**src/rtl/pwr_seq_pkg.sv**
```systemverilog
package pwr_seq_pkg;
  typedef enum logic [2:0] {
    S_IDLE     = 3'd0,
    S_ON_WAIT  = 3'd1,
    S_ON_CHECK = 3'd2,
    S_RUN      = 3'd3,
    S_OFF_WAIT = 3'd4,
    S_OFF_DONE = 3'd5,
    S_FAULT    = 3'd6
  } seq_state_t;
endpackage

```
**src/rtl/pseq_edge.sv**
```systemverilog
module pseq_edge #(
  parameter logic RST_VAL = 1'b0
) (
  input  logic clk,
  input  logic rst_n,
  input  logic d,
  output logic rise,
  output logic fall
);
  logic q;

  always_ff @(posedge clk or negedge rst_n) begin
    if (!rst_n) q <= RST_VAL;
    else        q <= d;
  end

  assign rise = d & ~q;
  assign fall = ~d & q;
endmodule

```
**src/rtl/pseq_timer.sv**
```systemverilog
module pseq_timer #(
  parameter int TW = 16
) (
  input  logic          clk,
  input  logic          rst_n,
  input  logic          load,
  input  logic [TW-1:0] load_val,
  input  logic          dec,
  output logic          zero
);
  logic [TW-1:0] cnt;

  always_ff @(posedge clk or negedge rst_n) begin
    if (!rst_n)                  cnt <= '0;
    else if (load)               cnt <= load_val;
    else if (dec && cnt != '0)   cnt <= cnt - TW'(1);
  end

  assign zero = (cnt == '0);
endmodule

```
**src/rtl/pseq_fault.sv**
```systemverilog
module pseq_fault
  import pwr_seq_pkg::*;
#(
  parameter int NCH = 4
) (
  input  seq_state_t     st,
  input  logic [NCH-1:0] rail_ok,
  input  logic [NCH-1:0] ok_mask,
  input  logic           up_rise,
  input  logic           up_fall,
  input  logic           dn_rise,
  input  logic           dn_fall,
  input  logic           flt_line_n,
  input  logic           flt_drv_q,
  input  logic           blank_expired,
  output logic           fault_now
);
  logic in_up, in_dn, uv, ctl, ext;

  always_comb begin
    in_up = (st == S_ON_WAIT) || (st == S_ON_CHECK);
    in_dn = (st == S_OFF_WAIT) || (st == S_OFF_DONE);
    uv    = (in_up || st == S_RUN) && |(ok_mask & ~rail_ok);
    ctl   = (in_up && (up_fall || dn_fall))
          || (st == S_RUN && up_fall)
          || (in_dn && (up_rise || dn_rise));
    ext   = ~flt_line_n & ~flt_drv_q;
    fault_now = (st != S_FAULT) && (uv || ctl || ext || blank_expired);
  end
endmodule

```
**src/rtl/pwr_seq_ctrl.sv**
```systemverilog
module pwr_seq_ctrl
  import pwr_seq_pkg::*;
#(
  parameter int NCH      = 4,
  parameter int DW       = 16,
  parameter int HOLD_CYC = 44
) (
  input  logic              clk,
  input  logic              rst_n,
  input  logic [NCH-1:0]    rail_ok_i,
  input  logic              up_req_i,
  input  logic              dn_req_i,
  input  logic              flt_n_i,
  input  logic [NCH*DW-1:0] dly_i,
  input  logic [DW-1:0]     blank_i,
  output logic [NCH-1:0]    en_o,
  output logic              pgood_o,
  output logic              seq_done_o,
  output logic              flt_drv_o
);
  localparam int CH_W = (NCH > 1) ? $clog2(NCH) : 1;
  localparam int HW   = $clog2(HOLD_CYC + 1);
  localparam int TW   = (DW > HW) ? DW : HW;
  localparam logic [CH_W-1:0] LAST_CH = CH_W'(NCH - 1);

  seq_state_t     st_q, st_n;
  logic [CH_W-1:0] ch_q, ch_n, ch_up, ch_dn;
  logic [NCH-1:0] en_q, en_n, mask_q, mask_n;
  logic           done_q, done_n, drv_q, drv_n;
  logic           t_load, t_dec, t_zero;
  logic [TW-1:0]  t_val;
  logic           up_rise, up_fall, dn_rise, dn_fall;
  logic           blank_to, fault_now;
  logic [DW-1:0]  dly_a [NCH];

  for (genvar g = 0; g < NCH; g++) begin : g_dly
    assign dly_a[g] = dly_i[g*DW +: DW];
  end

  pseq_edge #(.RST_VAL(1'b1)) u_up_edge (
    .clk(clk), .rst_n(rst_n), .d(up_req_i), .rise(up_rise), .fall(up_fall)
  );

  pseq_edge #(.RST_VAL(1'b0)) u_dn_edge (
    .clk(clk), .rst_n(rst_n), .d(dn_req_i), .rise(dn_rise), .fall(dn_fall)
  );

  pseq_timer #(.TW(TW)) u_timer (
    .clk(clk), .rst_n(rst_n), .load(t_load), .load_val(t_val),
    .dec(t_dec), .zero(t_zero)
  );

  assign blank_to = (st_q == S_ON_CHECK) && !rail_ok_i[ch_q] && t_zero;

  pseq_fault #(.NCH(NCH)) u_fault (
    .st(st_q), .rail_ok(rail_ok_i), .ok_mask(mask_q),
    .up_rise(up_rise), .up_fall(up_fall), .dn_rise(dn_rise), .dn_fall(dn_fall),
    .flt_line_n(flt_n_i), .flt_drv_q(drv_q), .blank_expired(blank_to),
    .fault_now(fault_now)
  );

  assign ch_up = ch_q + CH_W'(1);
  assign ch_dn = ch_q - CH_W'(1);

  always_comb begin
    st_n   = st_q;
    ch_n   = ch_q;
    en_n   = en_q;
    mask_n = mask_q;
    done_n = done_q;
    drv_n  = drv_q;
    t_load = 1'b0;
    t_dec  = 1'b0;
    t_val  = '0;
    case (st_q)
      S_IDLE: begin
        if (up_rise) begin
          st_n   = S_ON_WAIT;
          ch_n   = '0;
          t_load = 1'b1;
          t_val  = TW'(dly_a[0]);
        end
      end
      S_ON_WAIT: begin
        if (t_zero) begin
          en_n[ch_q] = 1'b1;
          st_n       = S_ON_CHECK;
          t_load     = 1'b1;
          t_val      = TW'(blank_i);
        end else begin
          t_dec = 1'b1;
        end
      end
      S_ON_CHECK: begin
        if (rail_ok_i[ch_q]) begin
          mask_n[ch_q] = 1'b1;
          if (ch_q == LAST_CH) begin
            st_n   = S_RUN;
            done_n = 1'b1;
          end else begin
            ch_n   = ch_up;
            st_n   = S_ON_WAIT;
            t_load = 1'b1;
            t_val  = TW'(dly_a[ch_up]);
          end
        end else begin
          t_dec = 1'b1;
        end
      end
      S_RUN: begin
        if (dn_fall) begin
          en_n[NCH-1] = 1'b0;
          mask_n      = '0;
          ch_n        = LAST_CH;
          st_n        = S_OFF_WAIT;
          t_load      = 1'b1;
          t_val       = TW'(dly_a[NCH-1]);
        end
      end
      S_OFF_WAIT: begin
        if (t_zero) begin
          if (ch_q == '0) begin
            done_n = 1'b0;
            st_n   = S_OFF_DONE;
          end else begin
            en_n[ch_dn] = 1'b0;
            ch_n        = ch_dn;
            t_load      = 1'b1;
            t_val       = TW'(dly_a[ch_dn]);
          end
        end else begin
          t_dec = 1'b1;
        end
      end
      S_OFF_DONE: st_n = S_IDLE;
      S_FAULT: begin
        if (!t_zero) t_dec = 1'b1;
        else         drv_n = 1'b0;
        if (t_zero && !drv_q && flt_n_i && !up_req_i) st_n = S_IDLE;
      end
      default: st_n = S_IDLE;
    endcase

    if (fault_now) begin
      st_n   = S_FAULT;
      ch_n   = '0;
      en_n   = '0;
      mask_n = '0;
      done_n = 1'b0;
      drv_n  = 1'b1;
      t_load = 1'b1;
      t_dec  = 1'b0;
      t_val  = TW'(HOLD_CYC);
    end
  end

  always_ff @(posedge clk or negedge rst_n) begin
    if (!rst_n) begin
      st_q   <= S_IDLE;
      ch_q   <= '0;
      en_q   <= '0;
      mask_q <= '0;
      done_q <= 1'b0;
      drv_q  <= 1'b0;
    end else begin
      st_q   <= st_n;
      ch_q   <= ch_n;
      en_q   <= en_n;
      mask_q <= mask_n;
      done_q <= done_n;
      drv_q  <= drv_n;
    end
  end

  assign en_o       = en_q;
  assign seq_done_o = done_q;
  assign flt_drv_o  = drv_q;
  assign pgood_o    = &rail_ok_i;
endmodule

```
**config.mk**
```make
export PLATFORM = sky130hd
export DESIGN_NAME = pwr_seq_ctrl
export DESIGN_NICKNAME = d
export VERILOG_FILES = /design/src/rtl/pwr_seq_pkg.sv /design/src/rtl/pseq_edge.sv /design/src/rtl/pseq_timer.sv /design/src/rtl/pseq_fault.sv /design/src/rtl/pwr_seq_ctrl.sv
export SDC_FILE = /design/constraint.sdc
export NUM_CORES = 1
export LEC_CHECK = 0
export ABC_AREA = 1
export BUFFER_PORTS_ARGS = -buffer_cell sky130_fd_sc_hd__buf_2
export CORE_MARGIN = 2
export CORE_UTILIZATION = 50
export CTS_BUF_LIST = sky130_fd_sc_hd__clkbuf_8
export DETAILED_ROUTE_END_ITERATION = 8
export GPL_TIMING_DRIVEN = 0
export PLACE_DENSITY_LB_ADDON = 0.05
export REMOVE_ABC_BUFFERS = 1
export SYNTH_ARGS = -nofsm -noshare
export SYNTH_HDL_FRONTEND = slang
export SYNTH_SLANG_ARGS = --single-unit
```
**constraint.sdc**
```tcl
create_clock -name clk -period 3 [get_ports clk]
set_clock_uncertainty 0.15 [all_clocks]
set_input_delay 0.6 -clock clk [delete_from_list [all_inputs] [get_ports clk]]
set_output_delay 0.6 -clock clk [all_outputs]
set_load 0.005 [all_outputs]
```
# Word level (Yosys, flattened, before mapping)
# Cells that the tools add are included.
[word_totals]
reg_bits = 33
out_inout_bits = 7
[classes]
reduce_logical = 48
n_eq_ne = 18
add_sub_neg = 3
magnitude_cmp = 6
mux = 74
n_bitwise = 19
[ops]
columns = ["op", "n"]
rows = [
  ["2-to-1 mux 16 bit", 14],
  ["one-hot mux 16 bit (5 select lines)", 1],
  ["binary-select mux 16 bit (select 2 bit)", 2],
  ["2-to-1 mux 4 bit", 7],
  ["2-to-1 mux 3 bit", 8],
  ["2-to-1 mux 1 bit", 23],
  ["inequality test 3 bit, second input constant", 7],
  ["one-hot mux 3 bit (6 select lines)", 1],
  ["logical NOT 16 bit", 1],
  ["2-to-1 mux 2 bit", 8],
  ["nonzero test 16 bit", 1],
  ["subtractor 16 x 1 -> 16 bit, second input constant", 1],
  ["AND reduction 7 bit", 2],
  ["logical AND 1 bit", 13],
  ["inequality test 3 x 2 -> 1 bit, second input constant", 4],
  ["logical OR 1 bit", 10],
  ["AND reduction 5 bit", 2],
  ["== test 3 bit, second input constant", 3],
  ["nonzero test 3 bit", 3],
  ["bitwise AND 4 bit", 2],
  ["inverter 4 bit", 2],
  ["bitwise OR 4 bit", 2],
  ["one-hot mux 2 bit (4 select lines)", 1],
  ["one-hot mux 4 bit (2 select lines)", 1],
  ["other kinds (28)", 49],
]

# Depth between registers and ports, before layout
[depth]
depth_word = 14
ltp_mapped = 17
ltp_nobuf = 15

# Modules after synthesis
# From an unflattened synthesis, not the netlist that was laid out.
[hier_totals]
cells_unflattened = 780
area_unflattened_um2 = 4366.7
[modules_own_cells]
columns = ["mod", "n_inst", "area_each_um2", "cells_each"]
rows = [
  ["pwr_seq_ctrl", 1, 2919.0, 561],
  ["pseq_timer", 1, 1255.0, 183],
  ["pseq_fault", 1, 111.4, 26],
  ["pseq_edge at u_up_edge", 1, 41.3, 5],
  ["pseq_edge at u_dn_edge", 1, 40.0, 5],
]

# Worst setup path after synthesis
# No wires, ideal clock.
[synth_timing]
path_kind = "register -> register"
startpoint = "register ch_q[0]"
endpoint = "register u_timer.cnt[2]"
slack_ps = 543
setup_ps = 126
synth_period_minus_slack_ps = 2457
stages_incl_launch_ff = 16
arrival_time_ps = 2181
required_ps = 2724
path_cell_list = "dfrtp_1 -> buf_6 -> inv_4 -> buf_6 -> buf_2 -> ha_1 -> clkbuf_1 -> inv_1 -> clkbuf_1 -> o21ai_0 -> nand2_1 -> o21ai_0 -> nor2_1 -> nand3_1 -> nand2_1 -> o21ai_0"
[synth_between]
elab_chain_cells = 10
[synth_rtl]
columns = ["element", "line_no", "text"]
rows = [
  ["start: declaration", "pwr_seq_ctrl.sv:27", "logic [CH_W-1:0] ch_q, ch_n, ch_up, ch_dn;"],
  ["start signal: assignment", "pwr_seq_ctrl.sv:167", "ch_q <= ch_n;"],
  ["subtractor 2 x 1 -> 2 bit (tied with other cells)", "pwr_seq_ctrl.sv:63", "assign ch_dn = ch_q - CH_W'(1);"],
  ["inverter 2 -> 3 bit (not written as such) (tied with other cells)", "pwr_seq_ctrl.sv:129", "t_val = TW'(dly_a[ch_dn]);"],
  ["binary-select mux 16 bit (select 2 bit) (tied with other cells)", "pwr_seq_ctrl.sv:129", ""],
  ["2-to-1 mux 16 bit (not written as such) (tied with other cells) (2 in a row)", "pwr_seq_ctrl.sv:129", ""],
  ["2-to-1 mux 16 bit (tied with other cells)", "pwr_seq_ctrl.sv:122", "if (ch_q == '0) begin"],
  ["2-to-1 mux 16 bit (tied with other cells)", "pwr_seq_ctrl.sv:121", "if (t_zero) begin"],
  ["one-hot mux 16 bit (5 select lines) / 2-to-1 mux 1 bit (equally long branches)", "pwr_seq_ctrl.sv:75, pwr_seq_ctrl.sv:144", ""],
  ["2-to-1 mux 16 bit / logical AND 1 bit (equally long branches)", "pwr_seq_ctrl.sv:144, pseq_timer.sv:16", ""],
  ["2-to-1 mux 16 bit / nonzero test 2 bit (equally long branches)", "-", ""],
  ["end signal: assignment", "pseq_timer.sv:15", "else if (load) cnt <= load_val;"],
  ["end signal: assignment", "pseq_timer.sv:16", "else if (dec && cnt != '0) cnt <= cnt - TW'(1);"],
  ["end: declaration", "pseq_timer.sv:11", "logic [TW-1:0] cnt;"],
]
# Several ways; a longest one is shown, not always the timed one. The select of a mux whose other input is x is not followed.
# A chain may end at the register's enable or synchronous reset.

# Final worst setup path
[layout_timing]
startpoint = "register ch_q[0]"
endpoint = "register u_timer.cnt[12]"
# The elaborated chain is that of the path after synthesis.

==> flow_summary.ini <==
[sta]
fmax_mhz = 359
setup_viol = 0
setup_tns_ps = 0
rsz0062_at_grt = no
final.setup.worst_slack_ps = 212
hold_slack_ps = 224
post-route-period-util = 0.929
tightest_slew_ps = 820
hold_viol_final = 0
slew_viol_final = 0
period_needed_ps = 2790
timing.max_slew.rel_slack = 0.453

[floorplan]
die_h_um = 91.8
coreArea_mm2 = 0.00761
pin_count = 96
dieWidth_um = 91.8
fp.dieArea_mm2 = 0.00842
core.rowCount = 32
start_util = 0.506

[detailed_routing]
route.detailed.drc = 0
vias_per_cell = 5.25
antenna_left = 0
routed-via-count = 4486
postRouteWirelength_um = 12200
firstDrtPassIters = 5
wl_per_cell_um = 14.3
drtIter0Drc = 284

[final_layout]
syn_to_final_growth_pct = 16.3
fin_area_mm2 = 0.00448
antenna_cells = 0
final_common_cell = nand2_1
nFillCells = 790
fin_cells = 854
final_nets = 848
multi_input_area_mm2 = 0.00258
seq_area_um2 = 831
layout_common_cells = 265 x nand2_1, 95 x buf_2, 71 x inv_1
drive_gt1_frac = 0.198
fin_util = 0.589

[grt]
grtUsageMet1 = 0.344
grt_pass1_wl_um = 19900
grt_start_max_net_pins = 37
overflow = 0
antenna_found_initial = 0
grtUsageTotal = 0.292
gr-usage-met3 = 0.0296
grt_pass1_vias = 4382
met2_usage = 0.547
gr-max-usage-layer = met2

[logic_synthesis]
synth_top_family_by_area = simple AND/OR/NAND/NOR gates
ys_warn_count = 0
synth_mux_area_frac = 0.0208
synth-compound-area-share = 0.143
avgSynthCellArea_um2 = 5.75
yosys_register_bits = 33
synth_area_mm2 = 0.00385
yosysSeqAreaShare = 0.215
ys_types = 38
synth-adder-area-share = 0.0260
synthCells = 670
synth-xor-area-share = 0.0227
synth_simple_gate_area_frac = 0.454

[clock_network]
clk_pin_slew_ps = 80
cts.sinks = 33
cts_tree = yes
clockBufferDepth = 2
cts_hold_buf = 0
cts_root_buffer = clkbuf_8
clk_latency_ps = 300
cts-htree-levels = 2
cts_buffers = 5

[placed_design]
dpl.cell_count = 841
dpl_cell_area_mm2 = 0.00429
pre_cts_ws_ps = -1150
hpwl_um = 8670
port_buffers = 95
gp_congestion = 0.853

[critical_path]
cp_slowest_cell = dfrtp_4
critPathKind = reg -> reg
cpMostUsedCell = nand2_1
worst-r2r-cell-count = 12
max_stage_delay_ps = 660
start_kind = flip-flop
path_cells = inv_4 -> ha_4 -> clkinvlp_4 -> buf_4 -> nand2_1 -> o21ai_0 -> a21oi_1 -> nand4_1 -> nand2_1 -> nand2_1 -> nand2_1 -> nand2_1
reg2reg_slack_ps = 210
critPathArrivalTime_ps = 2830
cp_data_required_time_ps = 3040
cp_max_fo = 36
r2r_end = u_timer.cnt[12]$_DFFE_PN0P_
critPathCaptureType = flip-flop
r2r_start = ch_q[0]$_DFFE_PN0P_

[run_status]
status = completed

[power]
p_total_mw = 3.99
power.density_mw_per_mm2 = 892
leakage_nw = 2.47
peakVddDrop_mv = 0.461

[worst_hold_path]
hp-class = in -> async

[flow_run]
drv_cap = 0
-- synthesized netlist by cell type (all sizes together) --
master  count  area share
a31oi       1      0.0016
nand3      27       0.042
clkbuf      9      0.0088
mux2i       8       0.021
o22ai       1      0.0016
a21oi      28       0.036
nor3        4      0.0094
nor2       75       0.085
or2         3      0.0049
inv        76       0.075
nand2     277        0.28
nand3b      1      0.0020
o21ai      67       0.087
xor2        9       0.020
ha          8       0.026
or3         1      0.0016
xnor2       1      0.0023
a22o        1      0.0023
dfrtp      32        0.21
clkinv      1     0.00097
a22oi       6       0.012
a21boi      1      0.0020
nor4        2      0.0032
dfstp       1      0.0068
nand4      13       0.021
buf        17       0.034
-- how the worst max path moves through the flow --
stage / slack [ps] / startpoint / endpoint
after global placement: -1710 / ch_q[0]$_DFFE_PN0P_ / u_timer.cnt[10]$_DFFE_PN0P_
after floorplan: -510 / ch_q[0]$_DFFE_PN0P_ / u_timer.cnt[2]$_DFFE_PN0P_
after detailed placement: -1150 / ch_q[0]$_DFFE_PN0P_ / u_timer.cnt[12]$_DFFE_PN0P_
after global routing: 30 / ch_q[0]$_DFFE_PN0P_ / u_timer.cnt[6]$_DFFE_PN0P_
final: 210 / ch_q[0]$_DFFE_PN0P_ / u_timer.cnt[12]$_DFFE_PN0P_
after CTS: 90 / ch_q[0]$_DFFE_PN0P_ / u_timer.cnt[10]$_DFFE_PN0P_
-- per-layer routing --
metal | part of all wire | vias up
met3 | 0.064 | 25
li1 | - | 2273
met2 | 0.49 | 177
met1 | 0.41 | 2011
met4 | 0.029 | 0
met5 | 0 | -
-- worst max-delay path, delay by kind of cell (launching register included) --
kind                     cells  cell delay, ps
AND/OR/NAND/NOR              6             500
buffers and inverters        3             550
adder cells (fa/ha/maj)      1             560
AO/OA/AOI/OAI                2             260
flip-flops                   1             660
-- sequential cells by signal, summed over array words and instances, names as in the netlist --
name	cells
en_o	4
mask_q	4
u_dn_edge.q	1
st_q	3
u_timer.cnt	16
ch_q	2
seq_done_o	1
flt_drv_o	1
u_up_edge.q	1
-- cell families (layout without fill, tap and decap cells) --
group | after synthesis | count (layout)
xor+xnor | 10 | 10
compound gates | 105 | 105
buf+inv | 103 | 185
simple gates | 403 | 403
fa+ha+maj | 8 | 8
mux | 8 | 8
flops | 33 | 33
-- layout make-up --
cell class,instances,area share
Clock buffer,6,0.0184
Tap cell,102,0.0285
Inverter,77,0.0665
Timing Repair Buffer,99,0.115
Clock inverter,2,0.00754
Timing Repair inverter,1,0.00168
Sequential cell,33,0.186
Multi-Input combinational cell,534,0.577
-- report_power, final --
group	switching, mW	internal, mW
sequential	0.175	0.602
clock	0.174	0.268
combinational	1.87	0.906
total	2.22	1.78
-- what timing repair did --
item                                    in CTS  in global routing
endpoints found under the hold margin        0                  0
cloned                                       1                  0
setup buffers                                1                  3
resized for setup                            5                  1
endpoints found under the setup margin      22                 18
Power figures use the tool's default switching activity.
